File: src/rtl/ps_regif_pkg.sv
package ps_regif_pkg;

   typedef enum logic [1:0] {
      ACC_NONE    = 2'd0,
      ACC_CTRL_WR = 2'd1,
      ACC_TX_WR   = 2'd2,
      ACC_RX_RD   = 2'd3
   } acc_e;

   // Classify a bus access from the raw pin levels.
   function automatic acc_e classify(input logic cs_n, input logic wr_n,
                                     input logic rd_n, input logic a0);
      acc_e k;
      k = ACC_NONE;
      if (!cs_n) begin
         if (!wr_n && rd_n)
            k = a0 ? ACC_CTRL_WR : ACC_TX_WR;
         else if (wr_n && !rd_n && !a0)
            k = ACC_RX_RD;
      end
      return k;
   endfunction

endpackage

File: src/rtl/ps_rst_qual.sv
module ps_rst_qual #(
   parameter int SYNC_STAGES = 2,
   parameter int MIN_LOW     = 4
) (
   input  logic clk,
   input  logic rst_n_raw,
   output logic rst_o
);
   localparam int LAST = SYNC_STAGES - 1;

   if (SYNC_STAGES < 2) begin : g_chk_sync
      $error("ps_rst_qual: SYNC_STAGES must be at least 2");
   end
   if (MIN_LOW < 2) begin : g_chk_min
      $error("ps_rst_qual: MIN_LOW must be at least 2");
   end

   logic [SYNC_STAGES-1:0] chain;
   logic [MIN_LOW-1:0]     window;
   logic                   rst_q;

   for (genvar g = 0; g < SYNC_STAGES; g++) begin : g_chain
      if (g == 0) begin : g_first
         always_ff @(posedge clk) chain[0] <= rst_n_raw;
      end else begin : g_next
         always_ff @(posedge clk) chain[g] <= chain[g-1];
      end
   end

   always_ff @(posedge clk) begin
      window <= {window[MIN_LOW-2:0], chain[LAST]};
      if (~|window)
         rst_q <= 1'b1;
      else if (chain[LAST])
         rst_q <= 1'b0;
   end

   assign rst_o = rst_q;
endmodule

File: src/rtl/ps_sync.sv
module ps_sync #(
   parameter int   WIDTH   = 2,
   parameter int   STAGES  = 2,
   parameter logic RST_VAL = 1'b1
) (
   input  logic             clk,
   input  logic             rst,
   input  logic [WIDTH-1:0] d_async,
   output logic [WIDTH-1:0] level,
   output logic [WIDTH-1:0] fall
);
   localparam int LAST = STAGES - 1;

   if (STAGES < 2) begin : g_chk
      $error("ps_sync: STAGES must be at least 2");
   end

   logic [WIDTH-1:0] st [STAGES];
   logic [WIDTH-1:0] prev;

   for (genvar g = 0; g < STAGES; g++) begin : g_stage
      if (g == 0) begin : g_in
         always_ff @(posedge clk) begin
            if (rst) st[0] <= {WIDTH{RST_VAL}};
            else     st[0] <= d_async;
         end
      end else begin : g_mid
         always_ff @(posedge clk) begin
            if (rst) st[g] <= {WIDTH{RST_VAL}};
            else     st[g] <= st[g-1];
         end
      end
   end

   always_ff @(posedge clk) begin
      if (rst) prev <= {WIDTH{RST_VAL}};
      else     prev <= st[LAST];
   end

   assign level = st[LAST];
   assign fall  = prev & ~st[LAST];
endmodule

File: src/rtl/ps_flag.sv
module ps_flag #(
   parameter bit   SET_WINS = 1'b1,
   parameter logic RST_VAL  = 1'b0
) (
   input  logic clk,
   input  logic rst,
   input  logic set,
   input  logic clr,
   output logic q
);
   logic nxt;

   if (SET_WINS) begin : g_set_first
      always_comb begin
         if (set)      nxt = 1'b1;
         else if (clr) nxt = 1'b0;
         else          nxt = q;
      end
   end else begin : g_clr_first
      always_comb begin
         if (clr)      nxt = 1'b0;
         else if (set) nxt = 1'b1;
         else          nxt = q;
      end
   end

   always_ff @(posedge clk) begin
      if (rst) q <= RST_VAL;
      else     q <= nxt;
   end
endmodule

File: src/rtl/ps_regif.sv
module ps_regif #(
   parameter int DATA_W      = 8,
   parameter int ADDR_W      = 5,
   parameter int SYNC_STAGES = 2,
   parameter int RST_MIN_CYC = 4
) (
   input  logic              clk,
   input  logic              rst_n,
   input  logic              cs_n,
   input  logic              wr_n,
   input  logic              rd_n,
   input  logic              a0,
   input  logic [DATA_W-1:0] din,
   output logic [DATA_W-1:0] dout,
   output logic              dout_oe,
   input  logic              rx_load,
   input  logic [DATA_W-1:0] rx_byte,
   input  logic              tx_taken,
   output logic [ADDR_W-1:0] dev_addr,
   output logic              comm_en,
   output logic [DATA_W-1:0] tx_data,
   output logic              rx_rdy,
   output logic              tx_rdy
);
   import ps_regif_pkg::*;

   localparam int EN_BIT  = ADDR_W;
   localparam int SIG_WR  = 0;
   localparam int SIG_RD  = 1;
   localparam int N_STRB  = 2;

   if (DATA_W < ADDR_W + 2) begin : g_chk_w
      $error("ps_regif: DATA_W must leave room for address, enable and spare bits");
   end

   logic              int_rst;
   logic [N_STRB-1:0] strb_lvl;
   logic [N_STRB-1:0] strb_fall;
   acc_e              acc_w;
   acc_e              acc_r;
   logic              ctl_wr_evt;
   logic              tx_wr_evt;
   logic              rx_rd_evt;
   logic [ADDR_W-1:0] addr_q;
   logic              en_q;
   logic [DATA_W-1:0] tx_q;
   logic [DATA_W-1:0] rx_q;
   logic              unused_hi;
   logic              unused_lvl;

   ps_rst_qual #(.SYNC_STAGES(SYNC_STAGES), .MIN_LOW(RST_MIN_CYC)) u_rst (
      .clk       (clk),
      .rst_n_raw (rst_n),
      .rst_o     (int_rst)
   );

   ps_sync #(.WIDTH(N_STRB), .STAGES(SYNC_STAGES), .RST_VAL(1'b1)) u_sync (
      .clk     (clk),
      .rst     (int_rst),
      .d_async ({rd_n, wr_n}),
      .level   (strb_lvl),
      .fall    (strb_fall)
   );

   always_comb begin
      acc_w = ACC_NONE;
      acc_r = ACC_NONE;
      if (strb_fall[SIG_WR]) acc_w = classify(cs_n, 1'b0, rd_n, a0);
      if (strb_fall[SIG_RD]) acc_r = classify(cs_n, wr_n, 1'b0, a0);
   end

   assign ctl_wr_evt = (acc_w == ACC_CTRL_WR);
   assign tx_wr_evt  = (acc_w == ACC_TX_WR);
   assign rx_rd_evt  = (acc_r == ACC_RX_RD);

   always_ff @(posedge clk) begin
      if (int_rst) begin
         addr_q <= '0;
         en_q   <= 1'b0;
         tx_q   <= '0;
         rx_q   <= '0;
      end else begin
         if (ctl_wr_evt) begin
            addr_q <= din[ADDR_W-1:0];
            en_q   <= din[EN_BIT];
         end
         if (tx_wr_evt)
            tx_q <= din;
         if (en_q && rx_load)
            rx_q <= rx_byte;
      end
   end

   ps_flag #(.SET_WINS(1'b1), .RST_VAL(1'b0)) u_rx_flag (
      .clk (clk),
      .rst (int_rst),
      .set (en_q && rx_load),
      .clr (rx_rd_evt),
      .q   (rx_rdy)
   );

   ps_flag #(.SET_WINS(1'b0), .RST_VAL(1'b1)) u_tx_flag (
      .clk (clk),
      .rst (int_rst),
      .set (en_q && tx_taken),
      .clr (tx_wr_evt),
      .q   (tx_rdy)
   );

   assign dout_oe = !cs_n && !rd_n;
   assign dout    = (dout_oe && !a0) ? rx_q : '0;

   assign dev_addr = addr_q;
   assign comm_en  = en_q;
   assign tx_data  = tx_q;

   assign unused_hi  = ^din[DATA_W-1:EN_BIT+1];
   assign unused_lvl = ^strb_lvl;
endmodule

File: config.mk
export PLATFORM = sky130hd
export DESIGN_NAME = ps_regif
export DESIGN_NICKNAME = d
export VERILOG_FILES = /design/src/rtl/ps_regif_pkg.sv /design/src/rtl/ps_rst_qual.sv /design/src/rtl/ps_sync.sv /design/src/rtl/ps_flag.sv /design/src/rtl/ps_regif.sv
export SDC_FILE = /design/constraint.sdc
export NUM_CORES = 1
export LEC_CHECK = 0
export BUFFER_PORTS_ARGS = -buffer_cell sky130_fd_sc_hd__buf_2
export CORE_MARGIN = 2
export CORE_UTILIZATION = 45
export CTS_CLUSTER_DIAMETER = 30
export CTS_CLUSTER_SIZE = 12
export DETAILED_ROUTE_END_ITERATION = 16
export PLACE_DENSITY_LB_ADDON = 0.2
export SLEW_MARGIN = 20
export SYNTH_ARGS = -nofsm -noshare
export SYNTH_HDL_FRONTEND = slang
export SYNTH_SLANG_ARGS = --single-unit
export TNS_END_PERCENT = 5
File: constraint.sdc
create_clock -name clk -period 1.6 [get_ports clk]
set_input_delay 0.16 -clock clk [delete_from_list [all_inputs] [get_ports clk]]
set_output_delay 0.16 -clock clk [all_outputs]
set_load 0.05 [all_outputs]
; ---- After elaboration in Yosys (flattened, before gate mapping)
; Memory sizes are Yosys's and may differ from the RTL's.
; Index checks and enable logic that the tools add are counted.
[totals]
word_cells = 47
mem_count = 1
ramBits = 4
register_bits = 33
out_inout_bits = 25
[mem_list]
columns = memory, depth, word_bits, rd, rd_ports_with_merged_regs, write_ports, line_no
row1 = u_sync.st, 2, 2, 2, 0, 2, ps_sync.sv:18  ; logic [WIDTH-1:0] st [STAGES];
[classes]
bitwise = 4
n_eq_ne = 3
n_reduce_logical = 11
mux = 17
[ops]
columns = cell, count
row1 = $mux W2, 9
row2 = $mux W8, 1
row3 = $mux W1, 7
row4 = $logic_and A1 B1 Y1, 5
row5 = $eq A2 B2 Y1 const B, 2
row6 = $reduce_bool A2 Y1, 2
row7 = $reduce_or A4 Y1, 1
row8 = $logic_not A1 Y1, 3
row9 = $and A2 B2 Y2, 1
row10 = $eq A2 B1 Y1 const B, 1
row11 = $not A2 Y2, 1
row12 = $or A1 B1 Y1, 2

; ---- Logic depth before layout (Yosys ltp)
; Gate-level depths: netlist of the first run.
[depth]
depth_word = 8
depth_mapped = 4
ltp_nobuf = 3

; ---- By module
; From an unflattened synthesis of the first run, not the netlist that was laid out.
[unflattened]
hier_cells = 139
hier_area_um2 = 1468.9
[modules_own_cells]
columns = mod, n_inst, area_per_inst_um2, seq_area_each_um2, cells_each
row1 = ps_regif, 1, 1062.3, 440.4, 109
row2 = ps_sync, 1, 170.2, 120.1, 14
row3 = ps_rst_qual, 1, 162.7, 140.1, 9
row4 = ps_flag (u_rx_flag), 1, 38.8, 20.0, 4
row5 = ps_flag (u_tx_flag), 1, 35.0, 20.0, 3

; ---- Worst setup path before layout of the first run
; Ideal clock, no wire load.
[synth_path]
kind = register -> register
start = reg en_q, in the netlist comm_en
end = reg rx_q[0]
t_arrival_ns = 1.103
path_stages_with_launch = 4
setup_slack_ns = 0.377
path_buffers = 0
period_less_slack_ns = 1.223
t_required_ns = 1.481
path_cell_list = dfxtp_1 -> nand2_1 -> nand2_1 -> a21oi_1
[synth_via]
elab_chain_cells = 1
[synth_lines]
columns = item, line_no
row1 = from (decl), ps_regif.sv:45  ; logic en_q;
row2 = from (signal assigned), ps_regif.sv:85  ; en_q <= din[EN_BIT];
row3 = $logic_and A1 B1 Y1, ps_regif.sv:89  ; if (en_q && rx_load)
row4 = to (signal assigned), ps_regif.sv:90  ; rx_q <= rx_byte;
row5 = to (decl), ps_regif.sv:47  ; logic [DATA_W-1:0] rx_q;
; Every way passes these cells.
; A chain may end at the register's enable or synchronous reset.

; ---- Worst setup path in the final report of the first run
[layout_path]
start = reg rx_q[0]
end = out dout[0]
[layout_via]
elab_chain_cells = 1
[layout_lines]
columns = item, line_no
row1 = $mux W8, ps_regif.sv:111  ; assign dout = (dout_oe && !a0) ? rx_q : '0;
row2 = to (decl), ps_regif.sv:14  ; output logic [DATA_W-1:0] dout,
; Every way passes these cells.

==> results of run 1 <==
==> power groups by stage <==
stage	logic, W	registers (W)	clock network [W]
6_report	0.000478	0.00109	0.000776
5_1_grt	0.000519	0.00111	0.000833
4_1_cts	0.000484	0.00110	0.000795
3_5_place_dp	0.000479	0.00112	0
3_3_place_gp	0.000469	0.00111	0
2_1_floorplan	0.000176	0.00129	0
==> synthesized netlist by cell type <==
master and number:
nor2_1 1, nand2b_2 1, clkbuf_1 3, nand2b_1 23
buf_2 2, mux2i_1 14, and4bb_4 1, o41ai_1 1
a21oi_1 10, and2_1 9, o21bai_1 1, dfxtp_1 37
and2_4 1, o21ai_1 1, and2b_2 1, inv_1 1
or2_2 6, nand2_1 17, buf_6 2, nor3_1 1
or4b_1 1
==> final timing paths <==
kind,start,end
worst min-delay path,wr_n,u_sync.st[0][0]
worst max register to register,u_sync.st[1][0],dev_addr[0]
worst min register to register,u_rst.chain[0],u_rst.chain[1]
worst max-delay path,rx_q[0],dout[0]
==> routing by layer <==
metal / track usage / vias to the layer above / routed length (microns)
li1: - / 540 / -
met1: 0.184 / 480 / 1060
met2: 0.271 / 31 / 1240
met3: 0.0742 / 5 / 162
met4: 0.0584 / 0 / 31
met5: 0 / - / 0
==> state kept, by name (all words and copies together), names as in the netlist <==
register / cells
comm_en: 1
dev_addr: 5
rx_q: 8
tx_data: 8
u_rst.chain: 2
u_rst.rst_o: 1
u_rst.window: 4
u_rx_flag.q: 1
u_sync.prev: 2
u_sync.st: 4
u_tx_flag.q: 1
==> cell families (layout without fill, tap and decap cells) <==
logic type      count (synthesis)  in the layout  share of synthesized area
compound gates                 13             13                     0.0523
buf+inv                         8             61                     0.0349
flops                          37             37                      0.544
mux                            14             14                      0.103
simple gates                   62             62                      0.266
==> area by class of cell <==
class / instances / area (sq um) / area share
clock inverters: 3 / 65.1 / 0.0375
inverters: 1 / 3.75 / 0.00217
multi-input cells: 89 / 574 / 0.331
flip-flops and latches: 37 / 741 / 0.427
repair buffers: 52 / 273 / 0.157
clock buffers: 5 / 37.5 / 0.0217
well taps: 31 / 38.8 / 0.0224
==> critical path, stage by stage, from the launching register on <==
cell and delay, ps:
dfxtp_1 350, and2_1 120, buf_2 250
==> through the flow <==
step           total power [W]  area (sq um)  std cells  hold slack, ps   util
2_1_floorplan          0.00147          1360        134             188      -
3_3_place_gp           0.00158          1620        209             262  0.578
3_5_place_dp           0.00159          1620        209             264  0.578
4_1_cts                0.00237          1730        218            5.28  0.618
5_1_grt                0.00246          1730        218            8.76  0.618
6_report               0.00235          1730        218            18.4  0.618
==> impl_results.md, run 1 <==
* Critical Path AT at 1060 ps
* Hold Fails Final Rpt at 0
* Clock network fraction of design power at 0.331
* Clock Path Buffers at 2
* Fillers at 259
* Antenna Nets Post-Route at 0
* Mapped Area at approximately 1400 sq um
* Grt ovf at 0
* Type of the worst setup path: flip-flop to primary output
* Fin. max-slew vios at 0
* Relative slew slack at 0.798
* Switch share at 0.286
* Skew final at ~6.7 ps
* Pint at 0.00168 W
* Diodes inserted at 0
* Clock Pin Slew Worst Setup and Hold Paths at between 100 and 150 ps
* Hold path depth at 2
* Row Count at 19
* Maxcap violations at 0
* Ports at ~50
* Starting Density at 0.486
* Number of global-route vias before repair at ~990
* Htree depth at 2
* Switch Pwr at 0.000670 W
* Initial drt markers at 28
* Place WS at approximately 430 ps
* Max Fclk at 822 MHz
* RSZ-0062 raised after global routing: no
* Yosys top cell area share at 0.544
* Global-route wire length before repair at around 4200 microns
* Final wirelength at around 2500 microns
* Post-CTS Hold Buffers at 1
* Tightest Hold Check Type: input port to flip-flop
* Final worst setup slack at ~380 ps
* Pwr dens at around 1400 nW/um^2
* Die ar. at 3480 sq um
* Chip height at around 59 microns
* CTS buffer count at 5
* CTS resizes at 0
* Mapped Avg Cell Area at 10.2 sq um
* Die width at between 50 and 60 microns
* Syn. warnings at 0
* R2R depth at 3
* Comb power frac at 0.204
* I/O Buffers at between 40 and 50
* Vias per cell at 4.84
* Final GP Congestion at 0.749
* GRT Total Usage at 0.163
* Clock latency on the worst-skew pair at between 300 and 400 ps
* CP endpoint kind: primary output
* DR pass1 iterations at 2
* Initial antenna violation count at 0
* Worst R2R Setup Slack at 450 ps
* Largest net degree at the start of global routing at 23
* Fraction of layout cells with a size suffix above 1 at 0.369
* Area delta synth->final at 27.2%
* Seq pwr share at 0.466
* CTS sink count at 37
* Clk root buf: clkbuf_4
* Area leader, netlist: dfxtp_1
* Mapped Nets at around 160
* DRC Markers at 0
* Peak supply drop at slightly above 0.9 mV
* WP data required at 1440 ps
* Routed WL per cell at around 11 microns
* Critical path launch point type: flip-flop
* Setup TNS at 0 ps
* CP max FO at 2
* Final nets at between 200 and 250
* CTS tree: yes
* Seq/Total Area, Yosys at 0.544
* Leakage at roughly 0.84 nW
* Synth cell types at 21
* DP Wirelength at approximately 1800 microns
* Setup Buffers After CTS at 0
* Part of the cycle the worst path needs at 0.761
* Setup Viol. Count Final at 0
* Fin crit period at 1220 ps
* Synth area leaders: dfxtp_1 54%, nand2b_1 11%, mux2i_1 10%, nand2_1 4.7%, and2_1 4.1%
* Via Count at approximately 1.1k
* Most frequent cells in the layout: 48 x buf_2, 37 x dfxtp_1, 23 x nand2b_1
* Worst slew pin tran at about 300 ps
* Core footprint at about 2800 sq um
* Status: complete, no violations
* Synth Register Bits at 37
* Cell count after synthesis at 134
* Commonest non-fill, non-tap cell in the layout: buf_2
(Power assumes the default switching activity.)
==> inputs of run 2 (changes only) <==
ABC_AREA = 1   (was unset)
clock period = 1.2 ns   (was 1.6 ns; I/O delays follow)
==> run 2 against run 1 <==
Compared with the run above: via count up 17%; highest routed layer unchanged; sequential share of layout area down 0.23 points; first-iteration DRC count up 54%.
==> impl_results.md, run 2 <==
* Yosys top cell area share at 0.540
* Post-synth EDFFs at 0
* Grt ovf at 0
* Seq/Total Area, Yosys at 0.540
* Post-route insts no fill at between 200 and 300
* Relative slew slack at 0.730
* Core footprint at just under 3000 sq um
* R2R depth at 3
* CP max FO at 2
* Critical Path AT at 1040 ps
* Htree depth at 2
* Worst Setup EP: dout[7]
* Pwr dens at about 1800 nW/um^2
* DP Wirelength at about 2000 microns
* Clock Path Buffers at 2
* CTS tree: yes
* Ports at slightly below 50
* R2r startpoint: u_rst.rst_o
* Final nets at 251
* Worst R2R Setup Slack at 150 ps
* CTS sink count at 37
* Status: complete, no violations
* Maxcap violations at 0
* CP endpoint kind: primary output
* Type of the worst setup path: flip-flop to primary output
* Commonest non-fill, non-tap cell in the layout: buf_2
* Number of global-route vias before repair at just over 1k
* Area leader, netlist: dfxtp_1
* Starting Density at 0.461
* Ys flop type: dfxtp_1
* Final worst setup slack at 44.4 ps
* Fin crit period at roughly 1200 ps
* Skew final at between 7 and 8 ps
* Fraction of layout cells with a size suffix above 1 at 0.307
* RSZ-0062 raised after global routing: yes
* Fraction of registers with async set/reset at 0
* Largest net degree at the start of global routing at 28
* Clock Pin Slew Worst Setup and Hold Paths at between 100 and 150 ps
* Reg area at 742 sq um
* Part of the cycle the worst path needs at 0.963
* Hold Fails Final Rpt at 0
* Synth cell types at 17
* Cell count after synthesis at approximately 170
* CTS buffer count at 5
* DR pass1 iterations at 4
* Routed WL per cell at just over 10 microns
* Die ar. at around 3500 sq um
* Critical path launch point type: flip-flop
* DRC Markers at 0
* Final wirelength at approximately 2700 microns
* Worst Setup SP: rx_q[7]
* Fin. max-slew vios at 0
* Dominant cell by count in the synthesized netlist: dfxtp_1
* Mapped Nets at approximately 200
* I/O Buffers at 48
* Initial antenna violation count at 0
* Initial drt markers at 43
* Area delta synth->final at 27.2%
* Place WS at around 60 ps
* Most frequent cells in the layout: 40 x buf_2, 36 x dfxtp_1, 34 x nor2_1
* Clock latency on the worst-skew pair at approximately 330 ps
* Die width at approximately 60 microns
* Global-route wire length before repair at between 4000 and 5000 microns
* Final core occ at 0.586
* Fillers at 283
* Worst slew pin tran at between 400 and 500 ps
* Syn. warnings at 0
* WP data required at around 1100 ps
* GRT Total Usage at 0.166
* FF-to-FF End: rx_q[5]
* Antenna Nets Post-Route at 0
* List of most frequent post-synthesis cells: 37 x dfxtp_1, 34 x nor2_1, 23 x nand2_1, 21 x inv_1, 16 x a21oi_1
* Overall power at 0.00315 W
* Mapped Area at 1370 sq um
* Area of the multi-input gates at 490 sq um
* Chip height at between 50 and 60 microns
* Tightest Hold Check Type: input port to flip-flop
* Final GP Congestion at 0.763
* Vias per cell at between 4 and 5
* Hold_ws at slightly below 60 ps
* Synth Register Bits at 37
* Peak supply drop at approximately 0.9 mV
* Mapped Avg Cell Area at just under 8 sq um
* Dpl cells at approximately 250
* Via Count at roughly 1.2k
* Diodes inserted at 0
* Synth area leaders: dfxtp_1 54%, nor2_1 9.3%, nand2_1 6.3%, a21oi_1 5.8%, inv_1 5.7%
* Max Fclk at slightly below 900 MHz
* Leakage at approximately 0.93 nW
* Setup Viol. Count Final at 0
* Clk root buf: clkbuf_4
* Row Count at 20
[run 2: per-stage QoR]
step                      TNS [ps]  cell area, sq um
after floorplan              -1040              1370
after global placement           0              1640
after detailed placement         0              1640
after CTS                        0              1720
after global routing         -1.80              1750
final                            0              1750
[run 2: worst min path at each step]
stage	from	endpoint	cells after the start
final	rx_byte[6]	rx_q[6]	3
after global routing	rx_byte[1]	rx_q[1]	3
after CTS	rx_byte[6]	rx_q[6]	3
after detailed placement	rst_n	u_rst.chain[0]	1
after global placement	rst_n	u_rst.chain[0]	1
after floorplan	rst_n	u_rst.chain[0]	0
[run 2: power breakdown]
part | switching [W] | internal [W]
Combinational | 0.000696 | 0.000273
Clock | 0.000393 | 0.000223
Sequential | 0.0000961 | 0.00147
[run 2: cells by family (layout without fill, tap and decap cells)]
group	after synthesis	after routing	synth area share
AO/OA/AOI/OAI	26	26	0.0948
buffers and inverters	30	85	0.105
flip-flops	37	37	0.540
AND/OR/NAND/NOR	80	80	0.261
[run 2: worst max-delay path, cell delays in order (launching register included)]
cell      delay [ps]
dfxtp_1          330
inv_1             50
nor2_1            90
clkbuf_4         240
[run 2: area by class of cell]
| class | instances | area share |
|---|---|---|
| tap | 33 | 0.0237 |
| multi-input combinational | 106 | 0.281 |
| clock buffer | 6 | 0.0237 |
| timing repair buffer | 54 | 0.191 |
| clock inverter | 2 | 0.00573 |
| sequential | 37 | 0.425 |
| inverter | 23 | 0.0495 |
[run 2: repair_timing]
item	4_1_cts	5_1_grt
setup buffers	0	0
setup endpoints to repair	3	14
gates resized for setup	3	13
hold buffers	2	0
gates cloned	0	0
hold endpoints to repair	2	0
[run 2: routing by layer]
| metal | vias to the layer above | routed length, microns | global-route usage |
|---|---|---|---|
| met5 | - | 0 | 0 |
| met4 | 0 | 43 | 0.0877 |
| met3 | 5 | 166 | 0.0459 |
| met2 | 48 | 1260 | 0.259 |
| met1 | 534 | 1250 | 0.208 |
| li1 | 653 | - | - |
==> inputs of run 3 (changes only) <==
RECOVER_POWER = 100   (was unset)
SLEW_MARGIN = unset   (was 20)
==> run 3 against run 2 <==
Compared with the run above: clock skew is essentially flat; clock power is essentially flat; flip-flop and latch count unchanged; critical endpoint unchanged; fmax about the same; sequential share of layout area is 0.061 points higher; register-to-register slack is essentially flat; non-clock buffer count stayed put; hold slack about the same.
==> impl_results.md, run 3 (synthesis results as in run 2) <==
* Pwr dens at ~1800 nW/um^2
* Most frequent cells in the layout: 36 x dfxtp_1, 34 x nor2_1, 22 x nand2_1, 22 x buf_2, 21 x inv_1
* Final GP Congestion at about 0.76
* Diodes inserted at 0
* Routed WL per cell at about 10 microns
* Global-route wire length before repair at approximately 4300 microns
* Chip height at roughly 59 microns
* Reg area at between 700 and 800 sq um
* Largest net degree at the start of global routing at 28
* Fin crit period at ~1200 ps
* Fillers at 285
* DP Wirelength at just under 2000 microns
* Core footprint at ~3000 sq um
* Area delta synth->final at 27.0%
* Met2 WL post-DR at about 1300 microns
* Min-Delay Startpoint: rx_byte[6]
* Part of the cycle the worst path needs at 0.963
* Ports at 49
* GRT Total Usage at 0.166
* Commonest non-fill, non-tap cell in the layout: dfxtp_1
* Initial antenna violation count at 0
* DR pass1 iterations at 4
* Max Fclk at between 800 and 900 MHz
* Die ar. at around 3500 sq um
* Seq pwr share at 0.498
* CP endpoint kind: primary output
* Initial drt markers at 44
* CP max FO at 2
* Area of the multi-input gates at 490 sq um
* R2r startpoint: u_rst.rst_o
* Final nets at ~250
* Antenna Nets Post-Route at 0
* Setup TNS at 0 ps
* Hold path depth at 3
* Skew final at roughly 7.8 ps
* Die width at approximately 59 microns
* Worst slew pin tran at between 500 and 600 ps
* Pint at 0.00196 W
* Switch share at 0.377
* Leakage at 0.920 nW
* Clock network fraction of design power at 0.195
* Tightest Hold Check Type: input port to flip-flop
* Final wirelength at about 2700 microns
* CTS buffer count at 5
* Slowest Stage Delay on Critical Path at around 330 ps
* Overall power at about 0.0031 W
* Hold Path End: rx_q[6]
* Htree depth at 2
* Fin. max-slew vios at 0
* Number of global-route vias before repair at around 1k
* Switch Pwr at 0.00119 W
* RSZ-0062 raised after global routing: yes
* Row Count at 20
* Crit path max-delay cell type: dfxtp_1
* Via Count at between 1k and 1.5k
* Critical Path AT at 1040 ps
* Maxcap violations at 0
* Status: complete, no violations
* Grt ovf at 0
* Peak supply drop at approximately 0.9 mV
* Metal1 wirelength at about 1200 microns
* Vias per cell at 4.72
* Starting Density at 0.461
* Clock Path Buffers at 2
* Worst-path cell chain: inv_1 > nor2_1 > clkbuf_4
* Critical path launch point type: flip-flop
* Clock latency on the worst-skew pair at between 300 and 400 ps
* DRC Markers at 0
* Clock Pin Slew Worst Setup and Hold Paths at roughly 110 ps
* Worst R2R Setup Slack at about 160 ps
* Relative slew slack at 0.609
* Setup Viol. Count Final at 0
* Fraction of layout cells with a size suffix above 1 at 0.298
* CTS tree: yes
* Hold Fails Final Rpt at 0
* Comb power frac at 0.306
* Met3 Routed Length at roughly 170 microns
* I/O Buffers at 48
* Clk root buf: clkbuf_4
* FF-to-FF End: rx_q[5]
* R2R depth at 3
* CTS sink count at 37
* Type of the worst setup path: flip-flop to primary output
* Max Used Layer: met4
* WP data required at 1080 ps
[run 3: power groups by stage]
stage          Sequential (W)  Clock (W)  Combinational [W]
6_report              0.00157   0.000615           0.000964
5_1_grt               0.00160   0.000690            0.00104
4_1_cts               0.00157   0.000636           0.000964
3_5_place_dp          0.00160          0           0.000951
3_3_place_gp          0.00158          0           0.000932
2_1_floorplan         0.00193          0           0.000391
[run 3: through the flow]
stage          hold WS (ps)  worst slack, ps  instances  cell area [sq um]  utilization
3_3_place_gp            223             93.8        251               1640        0.551
2_1_floorplan           148             -131        173               1370            -
5_1_grt                79.3           -0.944        261               1740        0.585
4_1_cts                50.4             2.80        261               1720        0.577
3_5_place_dp            225             60.2        251               1640        0.551
6_report               58.2             44.4        261               1740        0.585
[run 3: per-layer routing]
layer | track usage | vias to the layer above
met5 | 0 | -
met4 | 0.0877 | 0
met3 | 0.0459 | 5
met2 | 0.259 | 40
met1 | 0.208 | 534
li1 | - | 654
[run 3: area by class of cell]
cell class,count,area share
Timing Repair Buffer,54,0.190
Tap cell,33,0.0237
Multi-Input combinational cell,106,0.281
Inverter,23,0.0495
Clock buffer,6,0.0237
Clock inverter,2,0.00574
Sequential cell,37,0.426
[run 3: worst max path at each step]
stage | start | endpoint
after floorplan | a0 | dout[0]
after CTS | rx_q[6] | dout[6]
final | rx_q[7] | dout[7]
after global placement | a0 | u_tx_flag.q
after global routing | rx_q[5] | dout[5]
after detailed placement | cs_n | u_tx_flag.q
[run 3: timing repair]
item,CTS,global route
gates resized for setup,3,13
hold endpoints to repair,2,0
endpoints found under the setup margin,3,14
setup buffers,0,0
hold buffers,2,0
[run 3: critical path, delay by kind of cell, from the launching register on]
kind,cells,cell delay (ps)
buf+inv,2,290
flops,1,330
simple gates,1,90
